File: src/rtl/sbarb_pkg.sv
package sbarb_pkg;

    localparam int CFG_W  = 32;
    localparam int CODE_W = 3;
    localparam int OCC_W  = 3;
    localparam int RUN_W  = 4;
    localparam int MAX_DEPTH = 4;

    localparam int LOCK_POS  = 0;
    localparam int DEPTH_LSB = 4;
    localparam int PRPT_LSB  = 8;
    localparam int ORPT_LSB  = 12;

    typedef struct packed {
        logic [CODE_W-1:0] oth_rpt;
        logic [CODE_W-1:0] pci_rpt;
        logic [CODE_W-1:0] depth;
        logic              core_off;
    } arb_cfg_t;

    function automatic logic [OCC_W-1:0] depth_of(input logic [CODE_W-1:0] code);
        if (code[CODE_W-1])
            return OCC_W'(1);
        return OCC_W'(code) + OCC_W'(1);
    endfunction

    function automatic logic [RUN_W-1:0] limit_of(input logic [CODE_W-1:0] code);
        return RUN_W'(code) + RUN_W'(1);
    endfunction

    function automatic logic [CFG_W-1:0] pack_cfg(input arb_cfg_t c);
        logic [CFG_W-1:0] w;
        w = '0;
        w[LOCK_POS]                   = c.core_off;
        w[DEPTH_LSB +: CODE_W]        = c.depth;
        w[PRPT_LSB  +: CODE_W]        = c.pci_rpt;
        w[ORPT_LSB  +: CODE_W]        = c.oth_rpt;
        return w;
    endfunction

    function automatic arb_cfg_t unpack_cfg(input logic [CFG_W-1:0] w);
        arb_cfg_t c;
        c.core_off = w[LOCK_POS];
        c.depth    = w[DEPTH_LSB +: CODE_W];
        c.pci_rpt  = w[PRPT_LSB  +: CODE_W];
        c.oth_rpt  = w[ORPT_LSB  +: CODE_W];
        return c;
    endfunction

endpackage

File: src/rtl/sbarb_cfg_reg.sv
module sbarb_cfg_reg
    import sbarb_pkg::*;
(
    input  logic             clk,
    input  logic             rst,
    input  logic             boot_core_off,
    input  logic             wr_en,
    input  logic [CFG_W-1:0] wr_data,
    output arb_cfg_t         cfg,
    output logic [CFG_W-1:0] rd_data
);

    always_ff @(posedge clk) begin
        if (rst) begin
            cfg          <= '0;
            cfg.core_off <= boot_core_off;
        end else if (wr_en) begin
            cfg <= unpack_cfg(wr_data);
        end
    end

    assign rd_data = pack_cfg(cfg);

    AST_BOOT_LOAD: assert property (@(posedge clk)
        $past(rst) |-> (cfg.core_off == $past(boot_core_off))) else $error("boot load");

endmodule

File: src/rtl/sbarb_credit.sv
module sbarb_credit
    import sbarb_pkg::*;
(
    input  logic              clk,
    input  logic              rst,
    input  logic [CODE_W-1:0] depth_code,
    input  logic              gnt_any,
    input  logic              done,
    output logic              room
);

    logic [OCC_W-1:0] occ_q;
    logic [OCC_W-1:0] busy;
    logic [OCC_W-1:0] lim;
    logic             take;

    assign lim  = depth_of(depth_code);
    assign busy = occ_q + OCC_W'(gnt_any);
    assign room = busy < lim;
    assign take = done && (occ_q != '0);

    always_ff @(posedge clk) begin
        if (rst)
            occ_q <= '0;
        else
            occ_q <= busy - OCC_W'(take);
    end

    AST_NO_OVERFLOW: assert property (@(posedge clk) disable iff (rst)
        busy <= OCC_W'(MAX_DEPTH)) else $error("outstanding overflow");

    AST_GRANT_HAD_ROOM: assert property (@(posedge clk) disable iff (rst)
        gnt_any |-> $past(room)) else $error("grant without room");

endmodule

File: src/rtl/sbarb_rr_pick.sv
module sbarb_rr_pick #(
    parameter int N  = 4,
    parameter int IW = 2
) (
    input  logic [N-1:0]  elig,
    input  logic [IW-1:0] start,
    output logic          found,
    output logic [IW-1:0] win
);

    always_comb begin
        found = 1'b0;
        win   = '0;
        for (int k = N - 1; k >= 0; k--) begin
            int idx;
            idx = int'(start) + k;
            if (idx >= N)
                idx = idx - N;
            if (elig[idx]) begin
                found = 1'b1;
                win   = IW'(idx);
            end
        end
    end

endmodule

File: src/rtl/sbus_arbiter.sv
module sbus_arbiter
    import sbarb_pkg::*;
#(
    parameter int NUM_M    = 4,
    parameter int CORE_IDX = 0,
    parameter int PCI_IDX  = 1
) (
    input  logic             clk,
    input  logic             rst,
    input  logic             boot_core_off,
    input  logic             cfg_we,
    input  logic [31:0]      cfg_wdata,
    output logic [31:0]      cfg_rdata,
    input  logic [NUM_M-1:0] req,
    input  logic [NUM_M-1:0] rpt_req,
    input  logic             xfer_done,
    output logic [NUM_M-1:0] gnt
);

    localparam int IW = (NUM_M > 1) ? $clog2(NUM_M) : 1;
    localparam logic [IW-1:0] LAST = IW'(NUM_M - 1);

    arb_cfg_t         cfg;
    logic             room;
    logic [NUM_M-1:0] elig;
    logic [NUM_M-1:0] gnt_q, gnt_d;
    logic [IW-1:0]    own_q, own_d, start, pick;
    logic             found, hold, fire;
    logic [RUN_W-1:0] run_q, run_d, own_lim;

    sbarb_cfg_reg u_cfg (
        .clk           (clk),
        .rst           (rst),
        .boot_core_off (boot_core_off),
        .wr_en         (cfg_we),
        .wr_data       (cfg_wdata),
        .cfg           (cfg),
        .rd_data       (cfg_rdata)
    );

    sbarb_credit u_credit (
        .clk        (clk),
        .rst        (rst),
        .depth_code (cfg.depth),
        .gnt_any    (|gnt_q),
        .done       (xfer_done),
        .room       (room)
    );

    always_comb begin
        elig = req;
        if (cfg.core_off)
            elig[CORE_IDX] = 1'b0;
    end

    assign own_lim = (own_q == IW'(PCI_IDX)) ? limit_of(cfg.pci_rpt)
                                             : limit_of(cfg.oth_rpt);
    assign hold    = (run_q != '0) && elig[own_q] && rpt_req[own_q] && (run_q < own_lim);
    assign start   = (own_q == LAST) ? '0 : own_q + IW'(1);

    sbarb_rr_pick #(.N(NUM_M), .IW(IW)) u_pick (
        .elig  (elig),
        .start (start),
        .found (found),
        .win   (pick)
    );

    always_comb begin
        gnt_d = '0;
        own_d = own_q;
        run_d = run_q;
        fire  = 1'b0;
        if (room) begin
            if (hold) begin
                fire  = 1'b1;
                run_d = run_q + RUN_W'(1);
            end else if (found) begin
                fire  = 1'b1;
                own_d = pick;
                run_d = RUN_W'(1);
            end
        end
        if (fire)
            gnt_d[own_d] = 1'b1;
    end

    always_ff @(posedge clk) begin
        if (rst) begin
            gnt_q <= '0;
            own_q <= LAST;
            run_q <= '0;
        end else begin
            gnt_q <= gnt_d;
            own_q <= own_d;
            run_q <= run_d;
        end
    end

    assign gnt = gnt_q;

    AST_CORE_LOCKOUT: assert property (@(posedge clk) disable iff (rst)
        gnt_q[CORE_IDX] |-> !$past(cfg.core_off)) else $error("core granted while locked");

    AST_GNT_ONEHOT: assert property (@(posedge clk) disable iff (rst)
        $onehot0(gnt_q)) else $error("grant not one-hot");

    AST_RUN_CAP: assert property (@(posedge clk) disable iff (rst)
        ((|gnt_q) && (run_q > RUN_W'(1))) |-> (run_q <= $past(own_lim))) else $error("burst limit");

    for (genvar i = 0; i < NUM_M; i++) begin : g_req_chk
        AST_GNT_FROM_REQ: assert property (@(posedge clk) disable iff (rst)
            gnt_q[i] |-> $past(req[i])) else $error("grant without request");
    end

endmodule

File: config.mk
export PLATFORM = sky130hd
export DESIGN_NAME = sbus_arbiter
export DESIGN_NICKNAME = d
export VERILOG_FILES = /design/src/rtl/sbarb_pkg.sv /design/src/rtl/sbarb_cfg_reg.sv /design/src/rtl/sbarb_credit.sv /design/src/rtl/sbarb_rr_pick.sv /design/src/rtl/sbus_arbiter.sv
export SDC_FILE = /design/constraint.sdc
export NUM_CORES = 1
export LEC_CHECK = 0
export BUFFER_PORTS_ARGS = -buffer_cell sky130_fd_sc_hd__clkbuf_2
export CORE_MARGIN = 10
export CORE_UTILIZATION = 24
export DETAILED_ROUTE_END_ITERATION = 12
export HOLD_SLACK_MARGIN = 0.12
export MAX_ROUTING_LAYER = met4
export PLACE_DENSITY = 0.55
export SETUP_SLACK_MARGIN = 0.15
export SLEW_MARGIN = 20
export SYNTH_ARGS = -nofsm -noshare
export SYNTH_HDL_FRONTEND = slang
export SYNTH_SLANG_ARGS = --single-unit
File: constraint.sdc
create_clock -name clk -period 2.69 [get_ports clk]
set_input_delay 0.538 -clock clk [delete_from_list [all_inputs] [get_ports clk]]
set_output_delay 0.538 -clock clk [all_outputs]
set_load 0.05 [all_outputs]
; After elaboration in Yosys (flattened, before gate mapping)
; Index checks and enable logic that the tools add are counted.
[classes]
add_sub_neg = 14
n_lt_le_gt_ge = 13
n_eq_ne = 2
muxes = 46
bitwise_logic = 1
n_reduce_logical = 12
[ops]
columns = operator, n
row1 = "< comparator 32 x 4 -> 1 bit, second input constant", 4
row2 = 2-to-1 mux 32 bit, 4
row3 = ">= comparator 32 x 4 -> 1 bit, second input constant", 3
row4 = "subtractor 32 x 4 -> 32 bit, second input constant", 3
row5 = 2-to-1 mux 1 bit, 22
row6 = 2-to-1 mux 2 bit, 8
row7 = binary-select mux 1 bit (select 2 bit), 6
row8 = 2-to-1 mux 4 bit, 3
row9 = "adder 3 x 1 -> 4 bit, second input constant", 2
row10 = "adder 2 x 2 -> 3 bit, second input constant", 2
row11 = "< comparator 2 x 3 -> 1 bit, second input constant", 2
row12 = 2-to-1 mux 3 bit, 2
row13 = logical AND 1 bit, 5
row14 = "adder 4 x 1 -> 4 bit, second input constant", 1
row15 = < comparator 4 bit, 1
row16 = nonzero test 2 bit, 2
row17 = nonzero test 4 bit, 1
row18 = OR reduction 4 bit, 1
row19 = "subtractor 2 x 3 -> 4 bit, second input constant", 1
row20 = "adder 2 x 1 -> 3 bit, second input constant", 1
row21 = adder 3 x 1 -> 3 bit, 1
row22 = "adder 3 x 1 -> 3 bit, second input constant", 1
row23 = ">= comparator 2 x 3 -> 1 bit, second input constant", 1
row24 = < comparator 3 bit, 1
row25 = 10 further kinds, 10
[word_totals]
ff_bits = 23
inputBits = 45
out_inout_bits = 36
elab_cells = 96

; Depth between registers and ports, before layout
; Gate-level depths: netlist of the first run.
[depth]
depth_word = 19
depth_mapped = 12
ltp_nobuf = 11

; Cells and area by module
; Synthesis of the first run repeated with hierarchy kept, for this count alone.
[hier_totals]
cells_unflattened = 199
area_unflattened_um2 = 1780.5
[modules_own_cells]
columns = module, instances, cells_each, area_each_um2, seq_area_each_um2
row1 = sbus_arbiter, 1, 97, 865.8, 200.2
row2 = sbarb_cfg_reg, 1, 65, 611.8, 210.2
row3 = sbarb_credit, 1, 24, 225.2, 60.1
row4 = sbarb_rr_pick, 1, 13, 77.6, 0.0

; Worst setup path before layout of the first run
; Ideal clock, no wire load.
[synth_timing]
path_type = register to register
startpoint = register gnt_q[1] (netlist: gnt[1])
endpoint = register own_q[0]
setup_time_ns = 0.120
arrival_ns = 2.859
t_required_ns = 2.570
slack_ns = -0.289
path_stages_with_launch = 10
synth_period_minus_slack_ns = 2.979
path_cell_list = dfxtp_1 > or4_1 > ha_1 > ha_1 > xor2_1 > ha_1 > a21oi_1 > nand3_1 > or2_2 > o31a_1
[synth_between]
elab_chain_cells = 4
[synth_lines]
columns = item, line
row1 = from (decl), sbus_arbiter.sv:26  ; logic [NUM_M-1:0] gnt_q, gnt_d;
row2 = from (signal assigned), sbus_arbiter.sv:93  ; gnt_q <= gnt_d;
row3 = OR reduction 4 bit, sbus_arbiter.sv:45  ; .gnt_any (|gnt_q),
row4 = adder 3 x 1 -> 3 bit, sbarb_credit.sv:18  ; assign busy = occ_q + OCC_W'(gnt_any);
row5 = < comparator 3 bit, sbarb_credit.sv:19  ; assign room = busy < lim;
row6 = 2-to-1 mux 2 bit, sbus_arbiter.sv:73  ; if (room) begin
row7 = to (signal assigned), sbus_arbiter.sv:94  ; own_q <= own_d;
row8 = to (decl), sbus_arbiter.sv:27  ; logic [IW-1:0] own_q, own_d, start, pick;
; No other way between the ends.
; A chain may end at the register's enable or synchronous reset.

; Worst setup path after layout of the first run
; Ends and elaborated chain as after synthesis.

==> impl_results.md, run 1 <==
- Status: complete, no violations
- Syn avg cell area: a little over 9 um2
- Core area: ~0.0063 mm2
- Max-cap viol count: 0
- Die Wd: between 100 and 150 um
- Int Pwr: 1.04 mW
- Net load switching power: ~0.80 mW
- Root Buffer: clkbuf_8
- Hold_ws: slightly above 0.5 ns
- Clock power frac: about an eighth
- Number of port buffers: 36
- CP peak stage delay: between 0.5 and 0.6 ns
- DR iter-0 viols: 130
- Finished Core Util: roughly 33%
- CTS H-Tree Depth: 1
- CP Capture Type: flip-flop
- Minimum clock period: ~2.7 ns
- Hold buffers post-CTS: 0
- Synth Area in Compound Gates: a little under an eighth
- Max VDD drop: 0.348 mV
- Routed via count: about 1,300
- Seq cells post-synth: 23
- Largest net degree at the start of global routing: 24
- Hold/Removal Path Class: primary input to flip-flop
- Synth unique cells: between 40 and 50
- Slew Limit Fails: 0
- Pwr dens: 883 mW/mm2
- Synth Instances: 167
- Final-stage net count: 275
- Post-synthesis simple-gate area fraction: 18.4%
- P_leak: between 0.9 and 1 nW
- Largest cells by area after synthesis: dfxtp_1, ha_1, buf_4
- Die height: between 100 and 150 um
- Via/cell ratio: about 4.3
- Cells along the critical path: or4_4 -> ha_4 -> ha_4 -> xor2_4 -> ha_4 -> a21oi_4 -> buf_4 -> nand3_2 -> or2_4 -> o31a_1
- Global-route wire length before repair: between 6000 and 7000 um
- Starting Density: 24.4%
- CP max-delay cell: or4_4
- Adder-cell share of the synthesized area: ~12%
- Final hold viol count: 0
- Worst-Skew Late Latency: about 0.26 ns
- Top-area cell type share of the netlist area: between 20% and 30%
- CP Data Required Time: around 2.8 ns
- Comb power frac: 62.8%
- Fillers: roughly 670
- GPL Wtd Cong: between 0.8 and 0.9
- Critical Path Most Common Cell: ha_4
- DRC viols: 0
- Drt total wl: around 3700 um
- Share of cells above drive strength 1: about two fifths
- Ports: about 80
- Async S/R FF share, synth: 0%
- Grt ovf: 0
- RSZ-0062 raised after global routing: true
- Clock tree buffer depth: 2
- Number of diodes: 0
- Setup Viol. Count Final: 0
- Worst-path clk slew: about 0.080 ns
- Cts bufs inserted: 3
- Warning count from the yosys run: 0
- Yosys top cell by area: dfxtp_1
- Startpoint Class: flip-flop
- Placed insts: between 200 and 300
- Post-synthesis mux area share: 10.4%
- Clk sink count: 23
- CTS tree: built
- Most common cell after layout, fill and taps aside: clkbuf_2
- Clock skew: around 0.0053 ns
- Count of flip-flops with a built-in enable after synthesis: 1
- CP Buf/Inv Count: 1
- Worst setup margin: 0.0104 ns
- Final ANT Viol Nets: 0
- Area grow syn2layout: 34.9%
- Sw frac: a little over two fifths
- DP HPWL: 2940 um
- Register share of total power: between 20% and 30%
- Most frequent cells in the layout: clkbuf_2, conb_1, nor2_1
- Vias in the first global route: around 1,300
- Crit path kind: flip-flop to flip-flop
- Synth Flop Type: dfxtp_1
- Seq/Total Area, Yosys: a little under a third
- Final std cells w/o fill: approximately 290
- # rows: 29
- Initial antenna violation count: 0
- Wire length per cell: around 13 um
- Final worst path period share: roughly 100%
- Cell area after synthesis: about 0.0015 mm2
- Tot GR Track Use: 7.40%
- FMAX: roughly 370 MHz
- Initial DRT Pass Iterations: 4
- Largest family of logic cells by synthesized area: simple AND/OR/NAND/NOR gates
- Crit path arrival time: 2.83 ns
- Maximum fanout along the worst path: 5
- Pwr Total: 1.84 mW
- Place WS: -0.0597 ns
- Post-Synth XOR/XNOR Area: under 10%
- Die footprint: between 0.01 and 0.015 mm2
- CP top delay family: simple AND/OR/NAND/NOR gates
[repair_timing]
action                                  4_1_cts  5_1_grt
endpoints found under the setup margin        9       10
setup buffers                                 2        2
pin swaps                                     7       11
cloned                                        0        0
gates resized for setup                       4       21
[flip-flops by register name, summed over array words and instances (netlist names)]
signal / cells
own_q: 2
gnt: 4
u_cfg.cfg: 10
u_credit.occ_q: 3
run_q: 4
[kinds of logic (layout without fill, tap and decap cells)]
| family | after synthesis | after routing |
|---|---|---|
| other cells | 1 | 22 |
| fa+ha+maj | 15 | 15 |
| mux | 15 | 15 |
| compound gates | 23 | 23 |
| simple gates | 50 | 50 |
| xor+xnor | 3 | 3 |
| flops | 23 | 23 |
| buf+inv | 37 | 63 |
[worst reg2reg max path: cells and delay by family, from the launching register on]
family          cells  cell delay [ns]
flops               1             0.35
compound gates      2             0.46
xor+xnor            1             0.16
simple gates        3             0.90
fa+ha+maj           3             0.57
buf+inv             1             0.13
[stage by stage]
step	instance area, um2	setup TNS, ns
CTS	1930	0
global route	2080	-0.452
floorplan	1680	0
global placement	1840	-0.0466
finish	2080	0
detailed placement	1840	-0.0718
[path summary, 6_finish.rpt]
check,from,to,slack (ns),cells past startpoint
max,gnt[1]$_SDFF_PP0_,own_q[0]$_SDFF_PP1_,0.01,10
min,cfg_wdata[10],u_cfg.cfg[6]$_SDFFE_PP0P_,0.50,3
max reg2reg,gnt[1]$_SDFF_PP0_,own_q[0]$_SDFF_PP1_,0.01,10
min reg2reg,u_cfg.cfg[4]$_SDFFE_PP0P_,u_cfg.cfg[4]$_SDFFE_PP0P_,0.53,2
[layout make-up]
| type | count | area [um2] | area share [%] |
|---|---|---|---|
| multi-input combinational | 128 | 1130 | 54.5 |
| sequential | 23 | 482 | 23.2 |
| timing repair buffer | 49 | 285 | 13.7 |
| tap | 77 | 96.3 | 4.63 |
| clock buffer | 4 | 45.0 | 2.16 |
| inverter | 10 | 37.5 | 1.80 |
[power groups by stage]
stage | clock [mW] | combinational, mW | sequential (mW)
after floorplan | 0 | 0.643 | 0.564
after global routing | 0.243 | 1.27 | 0.476
after CTS | 0.228 | 1.05 | 0.464
after global placement | 0 | 0.955 | 0.469
after detailed placement | 0 | 0.961 | 0.468
final | 0.218 | 1.15 | 0.466
[cells in the mapped netlist, types with 2 or more instances]
master,number
xnor2_1,2
dfxtp_1,22
nand2_1,3
buf_4,23
mux2_2,4
and4b_1,2
clkbuf_1,3
nand3b_1,2
inv_1,10
mux2i_1,10
a211oi_1,2
o21ai_0,4
ha_1,15
o211ai_1,3
o31a_1,2
or2_2,2
nand3_1,10
nand2b_1,3
nor2_1,19
or4_1,2
a21oi_1,3
[per-layer routing]
| layer | vias to the layer above | GRT usage (%) | routed length (um) |
|---|---|---|---|
| li1 | 644 | - | - |
| met1 | 586 | 7.85 | 1470 |
| met2 | 25 | 13.2 | 2050 |
| met3 | 4 | 1.37 | 151 |
| met4 | 0 | 2.93 | 42 |
| met5 | - | - | 0 |
(Power assumes the default switching activity.)
==> run 2: changes to the inputs <==
PLACE_DENSITY = not set   (was 0.55)
PLACE_DENSITY_LB_ADDON = 0.2   (was not set)
==> run 2 against run 1 <==
  * Critical path depth up 2
  * Count of clock-buffer cells in the layout is the same
  * Wire length shrank 0.62%
  * Clock power about the same
  * Global-route usage increased by 0.26 points
  * First-iteration DRC count is 66% lower
  * Register-to-register slack gained 0.03 ns
  * Sequential share of layout area increased by 0.38 points
  * Via count fell by 0.71%
  * Worst setup slack better by 0.032 ns
  * Total power rose by 0.87%
  * Maximum frequency rose by 1.2%
  * Critical endpoint is now gnt[1]$_SDFF_PP0_
  * Largest cell class unchanged
==> impl_results.md, run 2 (synthesis results as in run 1) <==
- Status: complete, no violations
- Worst R2R Setup Slack: roughly 0.043 ns
- Final worst path period share: 98.4%
- Final hold viol count: 0
- Routed via count: approximately 1,300
- Worst setup margin: about 0.043 ns
- Starting Density: roughly a quarter
- Cells along the critical path: inv_2 -> ha_4 -> mux2_4 -> ha_4 -> xnor2_1 -> ha_2 -> o211a_1 -> o31ai_4 -> nand4_4 -> buf_4 -> mux2_2 -> and4b_1
- GPL Wtd Cong: ~0.74
- Vias in the first global route: between 1,000 and 1,500
- Die height: between 100 and 150 um
- CP Capture Type: flip-flop
- Root Buffer: clkbuf_8
- Biggest register: u_cfg.cfg
- DRC viols: 0
- Tot GR Track Use: under 10%
- Max VDD drop: around 0.37 mV
- Max FFs per register: 10
- Worst-Skew Late Latency: between 0.2 and 0.3 ns
- CP Data Required Time: between 2 and 3 ns
- Pwr Total: 1.85 mW
- Place WS: -0.0481 ns
- Hold/Removal Path Class: primary input to flip-flop
- Final-stage net count: roughly 280
- Hold buffers post-CTS: 0
- Crit path from: own_q[1]$_SDFF_PP1_
- Wire length per cell: around 13 um
- Critical Path Most Common Cell: ha_4
- Grt ovf: 0
- Die Wd: between 100 and 150 um
- Global-route wire length before repair: roughly 6400 um
- # rows: 29
- Clock tree buffer depth: 2
- Share of cells above drive strength 1: 40.0%
- Pwr dens: between 900 and 1000 mW/mm2
- Worst-path clk slew: 0.08 ns
- Clock skew: around 0.0042 ns
- Initial DRT Pass Iterations: 2
- Reg2reg path depth: 12
- CP max-delay cell: dfxtp_2
- Largest net degree at the start of global routing: 24
- Startpoint Class: flip-flop
- Final ANT Viol Nets: 0
- Hold_ws: about 0.50 ns
- Max-cap viol count: 0
- Initial antenna violation count: 0
- P_leak: about 0.92 nW
- CP peak stage delay: 0.35 ns
- Crit path kind: flip-flop to flip-flop
- Setup Viol. Count Final: 0
- FMAX: 378 MHz
- Cts bufs inserted: 3
- Via/cell ratio: between 4 and 5
- Maximum fanout along the worst path: 4
- Drt total wl: between 3000 and 4000 um
- CP Buf/Inv Count: 2
- Core area: 0.00631 mm2
- DP HPWL: 2940 um
- Critical Path End: gnt[1]$_SDFF_PP0_
- RSZ-0062 raised after global routing: true
- Most frequent cells in the layout: clkbuf_2, conb_1, nor2_1
- Crit path arrival time: approximately 2.8 ns
- Clk sink count: 23
- Stages on worst setup path: 12
- Die footprint: 0.0100 mm2
- Area grow syn2layout: 32.7%
- CTS H-Tree Depth: 1
- Ports: 81
- Worst r2r src: own_q[1]$_SDFF_PP1_
- Number of port buffers: 36
- CTS tree: built
- CP top delay family: adder cells
- Minimum clock period: 2.65 ns
- Number of diodes: 0
- Most common cell after layout, fill and taps aside: clkbuf_2
- Slew Limit Fails: 0
- DR iter-0 viols: 44
- Worst reg2reg endpoint: gnt[1]$_SDFF_PP0_
run 2: how the worst min path moves through the flow:
stage | start | end | slack, ns | depth (start not counted)
floorplan | run_q[3]$_SDFFE_PP0P_ | run_q[3]$_SDFFE_PP0P_ | 0.50 | 2
global placement | u_cfg.cfg[9]$_SDFFE_PP0P_ | u_cfg.cfg[9]$_SDFFE_PP0P_ | 0.50 | 2
detailed placement | u_cfg.cfg[8]$_SDFFE_PP0P_ | u_cfg.cfg[8]$_SDFFE_PP0P_ | 0.52 | 2
CTS | cfg_wdata[14] | u_cfg.cfg[9]$_SDFFE_PP0P_ | 0.50 | 3
global route | cfg_wdata[14] | u_cfg.cfg[9]$_SDFFE_PP0P_ | 0.50 | 3
finish | cfg_wdata[14] | u_cfg.cfg[9]$_SDFFE_PP0P_ | 0.50 | 3
run 2: layer usage:
layer,track usage (%),routed length (um),vias to the layer above
met5,-,0,-
met4,0.978,0,0
met3,2.34,175,0
met2,12.0,1810,33
met1,9.68,1710,576
li1,-,-,641
run 2: per-stage QoR:
stage / cells / TNS [ns] / area [um2] / utilization, %
floorplan: 188 / 0 / 1680 / -
global placement: 282 / -0.0590 / 1830 / 29.0
detailed placement: 282 / -0.0481 / 1830 / 29.0
CTS: 290 / -0.00645 / 1990 / 31.5
global route: 292 / -0.446 / 2050 / 32.4
finish: 292 / 0 / 2050 / 32.4
run 2: repair_timing:
item,CTS,global route
gates resized for setup,11,7
endpoints found under the setup margin,10,10
buffers inserted,4,2
pin swaps,12,9
gates cloned,0,0
run 2: layout make-up:
type | count | area (um2)
repair buffers | 50 | 293
fillers | 690 | 4270
well taps | 77 | 96.3
clock buffers | 4 | 45.0
multi-input cells | 128 | 1090
flip-flops and latches | 23 | 482
inverters | 10 | 37.5
run 2: worst reg2reg max path: stages, from the launching register on:
cell and delay, ns:
dfxtp_2 0.35, inv_2 0.05, ha_4 0.17, mux2_4 0.33, ha_4 0.16, xnor2_1 0.17
ha_2 0.29, o211a_1 0.15, o31ai_4 0.08, nand4_4 0.14, buf_4 0.17, mux2_2 0.29
and4b_1 0.20
run 2: power breakdown:
part | internal [mW] | switching (mW) | leakage, nW
Combinational | 0.538 | 0.628 | 0.708
Sequential | 0.416 | 0.0555 | 0.192
Clock | 0.106 | 0.110 | 0.0228
Total | 1.06 | 0.794 | 0.923
